--- config.mk ---
export PLATFORM = sky130hd
export DESIGN_NAME = cfg_loader
export DESIGN_NICKNAME = d
export VERILOG_FILES = /design/src/rtl/cfg_ld_pkg.sv /design/src/rtl/cfg_ld_sync.sv /design/src/rtl/cfg_ld_timer.sv /design/src/rtl/cfg_ld_bytes.sv /design/src/rtl/cfg_ld_seq.sv /design/src/rtl/cfg_loader.sv
export SDC_FILE = /design/constraint.sdc
export NUM_CORES = 1
export LEC_CHECK = 0
export ABC_AREA = 1
export BUFFER_PORTS_ARGS = -buffer_cell sky130_fd_sc_hd__buf_4
export CAP_MARGIN = 25
export CORE_ASPECT_RATIO = 0.6
export CORE_MARGIN = 2
export CORE_UTILIZATION = 59
export DETAILED_ROUTE_END_ITERATION = 8
export HOLD_SLACK_MARGIN = 0.15
export PLACE_DENSITY_LB_ADDON = 0.25
export SLEW_MARGIN = 20
export SYNTH_ARGS = -nofsm -noshare
export SYNTH_HDL_FRONTEND = slang
export SYNTH_SLANG_ARGS = --single-unit
--- constraint.sdc ---
create_clock -name clk -period 4.1 [get_ports clk]
set_clock_uncertainty 0.15 [all_clocks]
set_input_delay 0.615 -clock clk [delete_from_list [all_inputs] [get_ports clk]]
set_output_delay 0.615 -clock clk [all_outputs]
set_load 0.01 [all_outputs]
--- src/rtl/cfg_ld_pkg.sv ---
package cfg_ld_pkg;

  typedef enum logic [3:0] {
    S_IDLE,
    S_CS_OFF,
    S_PROG_LOW,
    S_WAIT_INIT,
    S_STREAM,
    S_SETTLE,
    S_DRAIN_ON,
    S_DRAIN_OFF,
    S_REPORT
  } ld_state_t;

  typedef enum logic [2:0] {
    RC_NONE      = 3'd0,
    RC_OK        = 3'd1,
    RC_TMO_CLEAR = 3'd2,
    RC_TMO_INIT  = 3'd3,
    RC_CRC       = 3'd4,
    RC_SHORT     = 3'd5
  } ld_code_t;

  // A wait has run its course once the elapsed tick count reaches the limit.
  function automatic logic tick_expired(input logic [15:0] ticks,
                                        input logic [15:0] limit);
    return ticks >= limit;
  endfunction

  // Streaming ends on device completion, device error, or end of image.
  function automatic logic stream_stop(input logic done_hi,
                                       input logic init_hi,
                                       input logic last_seen);
    return done_hi | ~init_hi | last_seen;
  endfunction

  // Error on the ready line outranks a missing completion.
  function automatic ld_code_t final_code(input logic init_hi,
                                          input logic done_hi);
    if (!init_hi)      return RC_CRC;
    else if (!done_hi) return RC_SHORT;
    else               return RC_OK;
  endfunction

endpackage

--- src/rtl/cfg_ld_sync.sv ---
module cfg_ld_sync #(
  parameter int   STAGES  = 2,
  parameter logic RST_VAL = 1'b1
) (
  input  logic clk,
  input  logic rst_n,
  input  logic d,
  output logic q
);

  logic [STAGES-1:0] sr;

  generate
    if (STAGES == 1) begin : g_one
      always_ff @(posedge clk or negedge rst_n) begin
        if (!rst_n) sr <= RST_VAL;
        else        sr <= d;
      end
    end else begin : g_chain
      always_ff @(posedge clk or negedge rst_n) begin
        if (!rst_n) sr <= {STAGES{RST_VAL}};
        else        sr <= {sr[STAGES-2:0], d};
      end
    end
  endgenerate

  assign q = sr[STAGES-1];

endmodule

--- src/rtl/cfg_ld_timer.sv ---
module cfg_ld_timer #(
  parameter int TICK_CYCLES = 16,
  parameter int TICK_W      = 5
) (
  input  logic              clk,
  input  logic              rst_n,
  input  logic              restart,
  output logic [TICK_W-1:0] ticks
);

  localparam int CYC_W = (TICK_CYCLES > 1) ? $clog2(TICK_CYCLES) : 1;
  localparam logic [CYC_W-1:0] CYC_LAST = CYC_W'(TICK_CYCLES - 1);

  logic [CYC_W-1:0] cyc;
  logic             tick_evt;
  logic             sat;

  assign tick_evt = (cyc == CYC_LAST);
  assign sat      = &ticks;

  always_ff @(posedge clk or negedge rst_n) begin
    if (!rst_n) begin
      cyc   <= '0;
      ticks <= '0;
    end else if (restart) begin
      cyc   <= '0;
      ticks <= '0;
    end else begin
      cyc <= tick_evt ? '0 : cyc + 1'b1;
      if (tick_evt && !sat) ticks <= ticks + 1'b1;
    end
  end


  tick_mono_chk: assert property (@(posedge clk) disable iff (!rst_n)
    !restart |=> ticks >= $past(ticks));

endmodule

--- src/rtl/cfg_ld_bytes.sv ---
module cfg_ld_bytes #(
  parameter int DATA_W = 8,
  parameter int CNT_W  = 16
) (
  input  logic              clk,
  input  logic              rst_n,
  input  logic              clear,
  input  logic              accept,
  input  logic [DATA_W-1:0] din,
  output logic [DATA_W-1:0] dev_data,
  output logic              dev_wr,
  output logic [CNT_W-1:0]  count
);

  always_ff @(posedge clk or negedge rst_n) begin
    if (!rst_n) begin
      dev_data <= '0;
      dev_wr   <= 1'b0;
      count    <= '0;
    end else begin
      dev_wr <= accept;
      if (accept) dev_data <= din;
      if (clear)       count <= '0;
      else if (accept) count <= count + 1'b1;
    end
  end


  wr_pulse_chk: assert property (@(posedge clk) disable iff (!rst_n)
    accept |=> dev_wr && (count == $past(count) + 1'b1));


  clear_zero_chk: assert property (@(posedge clk) disable iff (!rst_n)
    clear |=> count == '0);

endmodule

--- src/rtl/cfg_ld_seq.sv ---
module cfg_ld_seq
  import cfg_ld_pkg::*;
#(
  parameter int WAIT_TICKS  = 10,
  parameter int DRAIN_TICKS = 2,
  parameter int SETTLE_LAST = 3,
  parameter int TICK_W      = 5
) (
  input  logic              clk,
  input  logic              rst_n,
  input  logic              start,
  input  logic              s_valid,
  input  logic              s_last,
  input  logic              init_s,
  input  logic              done_s,
  input  logic [TICK_W-1:0] ticks,
  output logic              s_ready,
  output logic              accept,
  output logic              clear_cnt,
  output logic              timer_restart,
  output logic              prog_n,
  output logic              csw_n,
  output logic              busy,
  output logic              result_valid,
  output logic [2:0]        result_code
);

  localparam int SET_W = $clog2(SETTLE_LAST + 1);
  localparam logic [SET_W-1:0] SET_END   = SET_W'(SETTLE_LAST);
  localparam logic [15:0]      WAIT_LIM  = 16'(WAIT_TICKS);
  localparam logic [15:0]      DRAIN_LIM = 16'(DRAIN_TICKS);

  ld_state_t        st, nxt;
  ld_code_t         code_q, code_d;
  logic             last_q, last_d;
  logic [SET_W-1:0] settle_q;

  // Named internal events
  logic line_stop;
  logic wait_over;
  logic drain_over;
  logic settle_done;
  logic cs_active_nxt;

  assign line_stop   = stream_stop(done_s, init_s, 1'b0);
  assign wait_over   = tick_expired(16'(ticks), WAIT_LIM);
  assign drain_over  = tick_expired(16'(ticks), DRAIN_LIM);
  assign settle_done = (settle_q == SET_END);

  always_comb begin
    nxt       = st;
    code_d    = code_q;
    last_d    = last_q;
    clear_cnt = 1'b0;
    case (st)
      S_IDLE: if (start) begin
        nxt       = S_CS_OFF;
        code_d    = RC_NONE;
        last_d    = 1'b0;
        clear_cnt = 1'b1;
      end
      S_CS_OFF: nxt = S_PROG_LOW;
      S_PROG_LOW: begin
        if (!init_s && !done_s) nxt = S_WAIT_INIT;
        else if (wait_over) begin
          nxt    = S_REPORT;
          code_d = RC_TMO_CLEAR;
        end
      end
      S_WAIT_INIT: begin
        if (init_s) nxt = S_STREAM;
        else if (wait_over) begin
          nxt    = S_REPORT;
          code_d = RC_TMO_INIT;
        end
      end
      S_STREAM: begin
        if (line_stop) nxt = S_DRAIN_ON;
        else if (s_valid) begin
          nxt    = S_SETTLE;
          last_d = s_last;
        end
      end
      S_SETTLE: if (settle_done)
        nxt = stream_stop(done_s, init_s, last_q) ? S_DRAIN_ON : S_STREAM;
      S_DRAIN_ON: if (drain_over) nxt = S_DRAIN_OFF;
      S_DRAIN_OFF: if (drain_over) begin
        nxt    = S_REPORT;
        code_d = final_code(init_s, done_s);
      end
      S_REPORT: nxt = S_IDLE;
      default:  nxt = S_IDLE;
    endcase
  end

  assign cs_active_nxt = (nxt == S_STREAM) || (nxt == S_SETTLE) ||
                         (nxt == S_DRAIN_ON);

  always_ff @(posedge clk or negedge rst_n) begin
    if (!rst_n) begin
      st       <= S_IDLE;
      code_q   <= RC_NONE;
      last_q   <= 1'b0;
      settle_q <= '0;
      prog_n   <= 1'b1;
      csw_n    <= 1'b1;
    end else begin
      st     <= nxt;
      code_q <= code_d;
      last_q <= last_d;
      if (st != S_SETTLE)   settle_q <= '0;
      else if (!settle_done) settle_q <= settle_q + 1'b1;
      prog_n <= (nxt != S_PROG_LOW);
      csw_n  <= !cs_active_nxt;
    end
  end

  assign timer_restart = (nxt != st);
  assign s_ready       = (st == S_STREAM) && !line_stop;
  assign accept        = s_ready && s_valid;
  assign busy          = (st != S_IDLE);
  assign result_valid  = (st == S_REPORT);
  assign result_code   = code_q;


  prog_hold_chk: assert property (@(posedge clk) disable iff (!rst_n)
    (st == S_PROG_LOW && (init_s || done_s) && !wait_over) |=> !prog_n);


  csw_prog_chk: assert property (@(posedge clk) disable iff (!rst_n)
    !csw_n |-> prog_n);


  ready_gap_chk: assert property (@(posedge clk) disable iff (!rst_n)
    accept |=> !s_ready);


  report_once_chk: assert property (@(posedge clk) disable iff (!rst_n)
    result_valid |=> !result_valid && prog_n && csw_n && !busy);


  start_ignored_chk: assert property (@(posedge clk) disable iff (!rst_n)
    (busy && start) |=> st != S_CS_OFF);

endmodule

--- src/rtl/cfg_loader.sv ---
module cfg_loader #(
  parameter int DATA_W      = 8,
  parameter int CNT_W       = 16,
  parameter int TICK_CYCLES = 16,
  parameter int WAIT_TICKS  = 10,
  parameter int DRAIN_TICKS = 2,
  parameter int SYNC_STAGES = 2
) (
  input  logic              clk,
  input  logic              rst_n,
  input  logic              start,
  input  logic [DATA_W-1:0] s_data,
  input  logic              s_valid,
  input  logic              s_last,
  output logic              s_ready,
  input  logic              init_in,
  input  logic              done_in,
  output logic              prog_n,
  output logic              csw_n,
  output logic [DATA_W-1:0] dev_data,
  output logic              dev_wr,
  output logic              busy,
  output logic              result_valid,
  output logic [2:0]        result_code,
  output logic [CNT_W-1:0]  byte_count
);

  localparam int MAX_LIM     = (WAIT_TICKS > DRAIN_TICKS) ? WAIT_TICKS : DRAIN_TICKS;
  localparam int TICK_W      = $clog2(MAX_LIM + 2);
  localparam int SETTLE_LAST = SYNC_STAGES + 1;

  logic              init_s, done_s;
  logic              accept, clear_cnt, timer_restart;
  logic [TICK_W-1:0] ticks;

  cfg_ld_sync #(.STAGES(SYNC_STAGES), .RST_VAL(1'b1)) u_sync_init (
    .clk(clk), .rst_n(rst_n), .d(init_in), .q(init_s));

  cfg_ld_sync #(.STAGES(SYNC_STAGES), .RST_VAL(1'b0)) u_sync_done (
    .clk(clk), .rst_n(rst_n), .d(done_in), .q(done_s));

  cfg_ld_timer #(.TICK_CYCLES(TICK_CYCLES), .TICK_W(TICK_W)) u_timer (
    .clk(clk), .rst_n(rst_n), .restart(timer_restart), .ticks(ticks));

  cfg_ld_seq #(
    .WAIT_TICKS(WAIT_TICKS), .DRAIN_TICKS(DRAIN_TICKS),
    .SETTLE_LAST(SETTLE_LAST), .TICK_W(TICK_W)
  ) u_seq (
    .clk(clk), .rst_n(rst_n), .start(start), .s_valid(s_valid),
    .s_last(s_last), .init_s(init_s), .done_s(done_s), .ticks(ticks),
    .s_ready(s_ready), .accept(accept), .clear_cnt(clear_cnt),
    .timer_restart(timer_restart), .prog_n(prog_n), .csw_n(csw_n),
    .busy(busy), .result_valid(result_valid), .result_code(result_code));

  cfg_ld_bytes #(.DATA_W(DATA_W), .CNT_W(CNT_W)) u_bytes (
    .clk(clk), .rst_n(rst_n), .clear(clear_cnt), .accept(accept),
    .din(s_data), .dev_data(dev_data), .dev_wr(dev_wr), .count(byte_count));


  wr_under_cs_chk: assert property (@(posedge clk) disable iff (!rst_n)
    dev_wr |-> !csw_n);


  idle_lines_chk: assert property (@(posedge clk) disable iff (!rst_n)
    !busy |-> prog_n && csw_n && !s_ready);

endmodule

==> metrics.yaml <==
clocking:
  root_buffer: "clkbuf_8"
  cts_htree_levels: 2
  numCtsBuffers: 5
  ctsResizeCount: 0
  cts_tree: "built"
  worst_skew_pair.late_latency_ps: 310
  cts_sinks: 49
  hold_buffers: 0
  post_cts_buffers: 0
  clk_path_buf_depth: 2
  clk_pin_slew_ps: 100
floorplanning:
  pin_count: 48
  start_util: 0.619
  fp.dieH_um: 55.1
  dieArea_um2: 4910
  core_um2: 4140
  chipWidth_um: 89.1
  row_count: 18
critical_path:
  endpoint_kind: "flip-flop"
  cp_cell_sequence: "inv_1, nor2_1, nand2_1, nor2_8, nor2_4, nand3_2, nand2_1, nand2_1, nand3_4, nor2_1"
  path_buf_inv: 1
  worstPathArrival_ps: 2220
  cp_data_required_time_ps: 4180
  crit_path_max_incr_delay_ps: 610
  criticalPathCategory: "reg -> reg"
  slowest_stage: "dfstp_2"
  crit_top_cell: "nand2_1"
  critPathTopFamily: "simple AND/OR/NAND/NOR gates"
  cp-start-kind: "flip-flop"
  worst-path-max-fanout: 17
layout:
  regArea_um2: 1230
  drive_gt1_frac: 0.226
  multiInputGateArea_um2: 1190
  fill_cells: 351
  finalNetCount: 387
  n_antenna_cell: 0
  syn2layout_area_growth_pct: 19.8
logic_synthesis:
  syn_nets: 335
  yosysWarnings: 0
  synth-edff-count: 0
  synth-seq-cells: 49
  synth_flop_cell: "dfrtp_1"
  syn_avg_cell_area_um2: 8.15
  postSynthCellCount: 315
  synth.distinct_cells: 34
  synth_area_um2: 2570
  synth-seq-area-share: 0.480
  synthArstFlopShare: 1.00
route:
  ant_nets: 0
  drtIter0Drc: 159
  post_drt_wl_per_cell_um: 12.7
  vias: 2201
  viasPerCell: 5.14
  dr.pass1.iters: 6
  routed_wl_mm: 5.46
  drc_errors: 0
outcome:
  run_status: "finished, final reports clean"
pwr:
  p_leak_nw: 1.59
  power_mw: 1.64
  powerDensity_nw_per_um2: 533
  ir_worst_vdd_mv: 0.329
sta:
  drv_slew: 0
  fin_crit_ps: 2150
  setup_viol: 0
  tns_ps: 0
  slew_headroom: 0.610
  fmax_ghz: 0.466
  grt_setup_unrepaired: "no"
  fin_crit_sh: 0.523
  tightest_slew_ps: 580
  setup_ws_ps: 1950
  hold_viol: 0
grt:
  antenna_found_initial: 0
  grt_max_degree: 50
  grt_usage: 0.250
  first_global_vias: 1948
  grt_overflow_total: 0
  grt_pass1_wl_mm: 9.07
placed_design:
  numPortBuffers: 47
  gp_congestion: 0.878
  dp_slack_ps: 1920
  place_hpwl_mm: 4.07
min_path:
  hp-class: "in -> async"
run:
  maxCapViolCount: 0
[routing by layer]
| layer | vias up | GRT usage | routed length (um) |
|---|---|---|---|
| met5 | - | 0 | 0 |
| met1 | 996 | 0.381 | 2840 |
| li1 | 1129 | - | - |
| met2 | 68 | 0.354 | 2210 |
| met3 | 8 | 0.0608 | 359 |
| met4 | 0 | 0.0672 | 46 |
[path summary, 6_finish.rpt]
check,end,slack (ps),cells after the start,from
max in group asynchronous,u_timer.ticks[3],3250,1,rst_n
min,u_timer.cyc[0],160,1,rst_n
max reg2reg,u_timer.ticks[3],1950,10,u_sync_init.sr[1]
max,u_timer.ticks[3],1950,10,u_sync_init.sr[1]
min in group clk,u_sync_done.sr[1],210,0,u_sync_done.sr[0]
min reg2reg,u_sync_done.sr[1],210,0,u_sync_done.sr[0]
[metrics by stage]
stage          hold WS, ps  cell area (um^2)   util  instances
6_report               156              3080  0.742        428
2_1_floorplan          169              2570      -        315
5_1_grt                194              3080  0.742        428
4_1_cts                180              3080  0.742        428
3_3_place_gp           188              2980  0.720        420
3_5_place_dp           193              2980  0.720        420
[cell usage in the layout, fill, tap and decap left out, drive strengths merged]
cell type and count:
o21ai 21, nand2 95, nand3b 1, inv 35
o21a 1, dfrtp 45, nor4 1, nand3 17
a21oi 10, o31ai 4, nand4 8, a31oi 1
buf 47, clkbuf 5, xor2 6, nor2 44
ha 5, a22o 1, or2 1, clkinv 4
dfstp 4, nor3 9, a31o 2, xnor2 1
[synthesized netlist by cell type (2+ instances only)]
cell type	n	area [um^2]
xor2_1	6	52.6
nor3_2	3	30.0
o31ai_1	4	30.0
dfstp_2	4	105
buf_2	2	10.0
nand3_2	2	20.0
ha_1	5	62.6
dfrtp_1	45	1130
nor3_1	6	30.0
inv_1	33	124
nand2_2	3	18.8
nand4_1	8	50.1
nor2_2	4	25.0
nand3_1	14	70.1
nor2_4	3	33.8
nor2_1	36	135
a21oi_1	10	50.1
nand2_1	91	342
o21ai_0	19	95.1
o21ai_1	2	10.0
a31o_2	2	17.5
[worst register-to-register path: cells and delay by family, from the launching register on]
kind          cells  cell delay (ps)
simple gates      9             1230
buf+inv           1               70
flops             1              610
[power by group]
group | internal (mW) | leakage (nW) | total (mW) | switching [mW]
Sequential | 0.599 | 0.639 | 0.701 | 0.102
Clock | 0.121 | 0.0481 | 0.291 | 0.170
Combinational | 0.252 | 0.903 | 0.647 | 0.396
[state kept, by name (all words and copies together) (netlist names), 3 cells and up]
name / count
u_seq.st: 4
u_timer.cyc: 4
u_timer.ticks: 4
u_bytes.dev_data: 8
u_bytes.count: 16
u_seq.result_code: 3
[layout make-up]
type                       instances  area share
clock buffer                       5      0.0224
inverter                          36      0.0448
tap                               60      0.0244
sequential                        49       0.400
multi-input combinational        228       0.386
timing repair buffer              47       0.115
clock inverter                     3     0.00732
[cells by family (layout without fill, tap and decap cells)]
logic type | Yosys count | in the layout | share of synthesized area
buffers and inverters | 38 | 91 | 0.0575
flip-flops | 49 | 49 | 0.480
XOR/XNOR | 7 | 7 | 0.0239
AND/OR/NAND/NOR | 176 | 176 | 0.327
adder cells (fa/ha/maj) | 5 | 5 | 0.0244
AO/OA/AOI/OAI | 40 | 40 | 0.0878
No activity file was read; power rests on OpenSTA's default activity.
